[src/rtl/fdc_pkg.sv]
`timescale 1ns/1ps
package fdc_pkg;
  // Action taken by the counter on a given clock edge
  typedef enum logic [1:0] {
    STEP_IDLE,  // hold the count
    STEP_LOAD,  // first tick after a start: copy the period in
    STEP_WRAP,  // count is zero: reload the period
    STEP_DEC    // count down by one
  } step_e;
endpackage

[src/rtl/fdc_ctrl.sv]
`timescale 1ns/1ps
module fdc_ctrl
  import fdc_pkg::*;
(
  input  logic  clk,
  input  logic  rst,
  input  logic  start_trig,
  input  logic  stop_trig,
  input  logic  tick,
  input  logic  cnt_zero,
  input  logic  start_irq,
  output logic  running,
  output step_e step,
  output logic  fire
);
  logic first_q;

  always_comb begin
    step = STEP_IDLE;
    if (running && !stop_trig && tick) begin
      if (first_q)       step = STEP_LOAD;
      else if (cnt_zero) step = STEP_WRAP;
      else               step = STEP_DEC;
    end
    fire = (step == STEP_WRAP) || ((step == STEP_LOAD) && start_irq);
  end

  always_ff @(posedge clk) begin
    if (rst) begin
      running <= 1'b0;
      first_q <= 1'b0;
    end else if (stop_trig) begin
      running <= 1'b0;
      first_q <= 1'b0;
    end else if (start_trig && !running) begin
      running <= 1'b1;
      first_q <= 1'b1;
    end else if (step == STEP_LOAD) begin
      first_q <= 1'b0;
    end
  end
endmodule

[src/rtl/fdc_regs.sv]
`timescale 1ns/1ps
module fdc_regs #(
  parameter int W = 16
) (
  input  logic         clk,
  input  logic         rst,
  input  logic         running,
  input  logic         wr_period,
  input  logic [W-1:0] period_in,
  input  logic         wr_mode,
  input  logic         mode_in,
  input  logic         wr_oe,
  input  logic         oe_in,
  output logic [W-1:0] period_q,
  output logic         mode_q,
  output logic         oe_q
);
  always_ff @(posedge clk) begin
    if (rst) begin
      period_q <= '0;
      mode_q   <= 1'b0;
      oe_q     <= 1'b0;
    end else begin
      if (wr_period)            period_q <= period_in;
      if (wr_mode && !running)  mode_q   <= mode_in;
      if (wr_oe)                oe_q     <= oe_in;
    end
  end
endmodule

[src/rtl/fdc_count.sv]
`timescale 1ns/1ps
module fdc_count
  import fdc_pkg::*;
#(
  parameter int W = 16
) (
  input  logic         clk,
  input  logic         rst,
  input  step_e        step,
  input  logic [W-1:0] period,
  output logic [W-1:0] cnt_q,
  output logic         cnt_zero
);
  localparam logic [W-1:0] CNT_ONE = W'(1);

  assign cnt_zero = (cnt_q == '0);

  always_ff @(posedge clk) begin
    if (rst) begin
      cnt_q <= '0;
    end else begin
      case (step)
        STEP_LOAD, STEP_WRAP: cnt_q <= period;
        STEP_DEC:             cnt_q <= cnt_q - CNT_ONE;
        default:              cnt_q <= cnt_q;
      endcase
    end
  end
endmodule

[src/rtl/fdc_out.sv]
`timescale 1ns/1ps
module fdc_out (
  input  logic clk,
  input  logic rst,
  input  logic fire,
  input  logic running,
  input  logic wr_level,
  input  logic level_in,
  input  logic oe,
  input  logic port_hold,
  output logic lvl_q,
  output logic irq,
  output logic tout
);
  always_ff @(posedge clk) begin
    if (rst) begin
      lvl_q <= 1'b0;
      irq   <= 1'b0;
    end else begin
      irq <= fire;
      if (fire)                      lvl_q <= ~lvl_q;
      else if (wr_level && !running) lvl_q <= level_in;
    end
  end

  assign tout = oe ? lvl_q : port_hold;
endmodule

[src/rtl/fdc_chan.sv]
`timescale 1ns/1ps
module fdc_chan
  import fdc_pkg::*;
#(
  parameter int W = 16
) (
  input  logic         clk,
  input  logic         rst,
  input  logic         tick,
  input  logic         start_trig,
  input  logic         stop_trig,
  input  logic         wr_period,
  input  logic [W-1:0] period_in,
  input  logic         wr_mode,
  input  logic         mode_in,
  input  logic         wr_level,
  input  logic         level_in,
  input  logic         wr_oe,
  input  logic         oe_in,
  input  logic         port_hold,
  output logic [W-1:0] count_out,
  output logic         running,
  output logic         irq,
  output logic         tout
);
  logic [W-1:0] period_q;
  logic         mode_q;
  logic         oe_q;
  logic         lvl_q;
  logic         cnt_zero;
  logic         fire;
  step_e        step;

  fdc_regs #(.W(W)) u_regs (
    .clk(clk), .rst(rst), .running(running),
    .wr_period(wr_period), .period_in(period_in),
    .wr_mode(wr_mode), .mode_in(mode_in),
    .wr_oe(wr_oe), .oe_in(oe_in),
    .period_q(period_q), .mode_q(mode_q), .oe_q(oe_q)
  );

  fdc_ctrl u_ctrl (
    .clk(clk), .rst(rst), .start_trig(start_trig), .stop_trig(stop_trig),
    .tick(tick), .cnt_zero(cnt_zero), .start_irq(mode_q),
    .running(running), .step(step), .fire(fire)
  );

  fdc_count #(.W(W)) u_count (
    .clk(clk), .rst(rst), .step(step), .period(period_q),
    .cnt_q(count_out), .cnt_zero(cnt_zero)
  );

  fdc_out u_out (
    .clk(clk), .rst(rst), .fire(fire), .running(running),
    .wr_level(wr_level), .level_in(level_in), .oe(oe_q),
    .port_hold(port_hold), .lvl_q(lvl_q), .irq(irq), .tout(tout)
  );
endmodule

[config.mk]
export PLATFORM = sky130hd
export DESIGN_NAME = fdc_chan
export DESIGN_NICKNAME = d
export VERILOG_FILES = /design/src/rtl/fdc_pkg.sv /design/src/rtl/fdc_ctrl.sv /design/src/rtl/fdc_regs.sv /design/src/rtl/fdc_count.sv /design/src/rtl/fdc_out.sv /design/src/rtl/fdc_chan.sv
export SDC_FILE = /design/constraint.sdc
export NUM_CORES = 1
export LEC_CHECK = 0
export BUFFER_PORTS_ARGS = -buffer_cell sky130_fd_sc_hd__buf_4
export CORE_ASPECT_RATIO = 2
export CORE_UTILIZATION = 30
export DETAILED_ROUTE_END_ITERATION = 12
export MAX_ROUTING_LAYER = met4
export SLEW_MARGIN = 20
export SYNTH_ARGS = -nofsm -noshare
export SYNTH_HDL_FRONTEND = slang
export SYNTH_SLANG_ARGS = --single-unit
[constraint.sdc]
create_clock -name clk -period 2.2 [get_ports clk]
set_input_delay 0.22 -clock clk [delete_from_list [all_inputs] [get_ports clk]]
set_output_delay 0.22 -clock clk [all_outputs]
set_load 0.05 [all_outputs]
==> metrics.cfg <==
[critical_path]
critical_path_buf_inv_count = 1
critPathMaxFanout = 4
crit_arrival_ns = 2.33
worst_path_largest_cell_delay_ns = 0.58
required_ns = 2.41
end_kind = flip-flop
path_class = flip-flop to flip-flop
path_cells = inv_1 > ha_1 > nor3b_1 > nand4_1 > or4_2 > a31oi_1
critPathSlowestCell = or4_2
startpoint_type = flip-flop
critical-path-top-delay-family = simple AND/OR/NAND/NOR gates

[timing]
slew_viol_final = 0
tightest_slew_ns = 0.497
setup_tns_ns = 0
period_share = 0.963
period_minus_slack_ns = 2.12
rsz0062_at_grt = false
finalHoldViolCount = 0
max_freq_mhz = 472
setup_viol = 0
maxSlewHeadroom = 0.666
skew_ns = 0.00589

[yosys]
synth_edf_count = 0
ys.warnings.count = 0
synthDistinctLibCells = 48
syn_inst = 234
ys_seq_area_frac = 0.369
syn_area_per_cell_um2 = 8.81
synthArstFlopShare = 0
synth_area_mm2 = 0.00206
synth_ff_type = dfxtp_1
synth.ff_latch_count = 38
synth_fp_nets = 265

[floorplan]
start_util = 0.311
num_rows = 42
die_w_um = 60.6
dieArea_mm2 = 0.00722
die_y_um = 119
core_mm2 = 0.00662
top_level_ports = 48

[detailed_routing]
wl_per_cell_um = 15.6
vias_per_cell = 5.31
vias = 2044
drc = 0
routed_wl_mm = 6.02
dr.pass1.iters = 4
drtAntennaViolNets = 0
drtIter0Drc = 81

[global_routing]
antenna_found_initial = 0
grt_pass1_vias = 1978
track_usage = 0.181
grt.overflow.total = 0
grt_pass1_wl_mm = 9.48
grt_max_degree = 25

[pwr]
pwr-share-clk = 0.392
power.total_mw = 2.02
p_sw_uw = 563
p_seq_frac = 0.368
intPower_mw = 1.45
swShare = 0.279
p_comb_frac = 0.240
powerDensity_mw_per_mm2 = 712
p_leak_nw = 1.22
ir_worst_vdd_v = 0.000373

[finish]
fin_nets = 327
fin_cells = 385
fin_util = 0.428
antenna_cells = 0
synthToLayoutAreaGrowth_pct = 37.5
drive_gt1_frac = 0.354

[placement]
routabilityCongestion = 0.941
dp.cells = 377
hpwl_mm = 4.56
io_buffer_count = 47

[outcome]
outcome = completed

[clock_tree]
path_clk_slew_ns = 0.06
tritoncts = built
insertion_delay_ns = 0.29
cts_made_buffers = 5
clock_sinks = 38
clockRootBuffer = clkbuf_16
h-tree-depth = 2
clk_path_buf_depth = 2
cts_resized = 0
hold_buffers = 0
post_cts_buffers = 0

[worst_hold_path]
hold_path.class = input pin to flip-flop

[flow_run]
max_cap_viol_count = 0

## logic make-up after synthesis
family	synth area share
muxes	0.127
AOI/OAI and AO/OA	0.168
buffers and inverters	0.0589
adders and majority gates	0.0121
and+or+nand+nor	0.265
DFF	0.369
## cell usage in the layout, fill, tap and decap left out, types with 2 or more instances in the layout
| cell | netlist | layout |
|---|---|---|
| nor4_1 | 9 | 8 |
| nand2b_1 | 2 | 2 |
| nand2_1 | 15 | 15 |
| o22a_1 | 2 | 2 |
| or3_1 | 3 | 3 |
| nor2_1 | 29 | 29 |
| clkbuf_16 | 0 | 5 |
| a31oi_1 | 5 | 5 |
| mux2i_1 | 25 | 25 |
| a221oi_2 | 4 | 4 |
| nor3_1 | 12 | 12 |
| o22ai_1 | 2 | 2 |
| or4_2 | 2 | 2 |
| a2bb2oi_1 | 3 | 3 |
| dfxtp_1 | 38 | 34 |
| o21ai_2 | 4 | 4 |
| o2111ai_1 | 3 | 3 |
| clkbuf_8 | 0 | 3 |
| inv_1 | 9 | 9 |
| a21oi_1 | 2 | 2 |
| o311ai_0 | 2 | 2 |
| o21ai_0 | 2 | 2 |
| nand4_1 | 7 | 7 |
| dfxtp_2 | 0 | 4 |
| nand3_1 | 8 | 8 |
| buf_4 | 0 | 72 |
| or4_4 | 2 | 2 |
| or4_1 | 2 | 2 |
| and3_1 | 2 | 2 |
| a32oi_1 | 2 | 2 |
| ha_1 | 2 | 2 |
| nand3b_1 | 2 | 2 |
## state kept, by name, summed over array words and instances (netlist names)
register         cells
u_ctrl.running       1
u_ctrl.first_q       1
u_out.lvl_q          1
u_count.cnt_q       16
u_regs.oe_q          1
u_regs.mode_q        1
u_regs.period_q     16
u_out.irq            1
## per-layer routing
metal	vias up	wire length [um]	track usage
met2	61	3310	0.306
li1	1001	-	-
met5	-	0	-
met1	967	2230	0.194
met3	15	293	0.0282
met4	0	182	0.0966
## cell usage after synthesis, drive strengths merged (3+ instances only)
library cell,n,area share
a221oi,4,0.029
a31oi,5,0.015
o2111ai,3,0.013
clkbuf,11,0.020
nor3,12,0.029
inv,9,0.016
nand3,8,0.019
or4,6,0.027
nor4,9,0.027
o21ai,6,0.022
buf,7,0.022
nand4,7,0.021
or3,3,0.0091
nand2,15,0.027
mux2i,25,0.12
a2bb2oi,3,0.013
dfxtp,38,0.37
nor2,29,0.053
## per-stage QoR
step	worst slack, ns	hold WS (ns)	instance area, um2
2_1_floorplan	0.0270	0.297	2070
3_3_place_gp	0.0991	0.414	2660
3_5_place_dp	0.0785	0.419	2660
4_1_cts	0.0767	0.111	2820
5_1_grt	0.0169	0.127	2830
6_report	0.0821	0.116	2830
## power by group through the flow
stage	logic [mW]	clock network, mW	registers (mW)
2_1_floorplan	0.274	0	0.780
3_3_place_gp	0.479	0	0.755
3_5_place_dp	0.480	0	0.756
4_1_cts	0.482	0.818	0.741
5_1_grt	0.522	0.830	0.745
6_report	0.485	0.791	0.741
## area by class of cell
class	instances	area [um2]
fill	703	3790
multi-input combinational	169	1200
sequential	38	766
timing repair buffer	73	561
clock buffer	8	166
tap	88	110
inverter	9	33.8
## worst paths after layout
check	to	startpoint	slack [ns]	cells past startpoint
max	u_count.cnt_q[14]$_SDFFE_PP0P_	u_count.cnt_q[0]$_SDFFE_PP0P_	0.08	6
min	u_ctrl.first_q$_SDFFE_PP0P_	stop_trig	0.12	2
max reg2reg	u_count.cnt_q[14]$_SDFFE_PP0P_	u_count.cnt_q[0]$_SDFFE_PP0P_	0.08	6
min reg2reg	u_regs.period_q[13]$_SDFFE_PP0P_	u_regs.period_q[13]$_SDFFE_PP0P_	0.49	2
No activity file was read; power rests on OpenSTA's default activity.
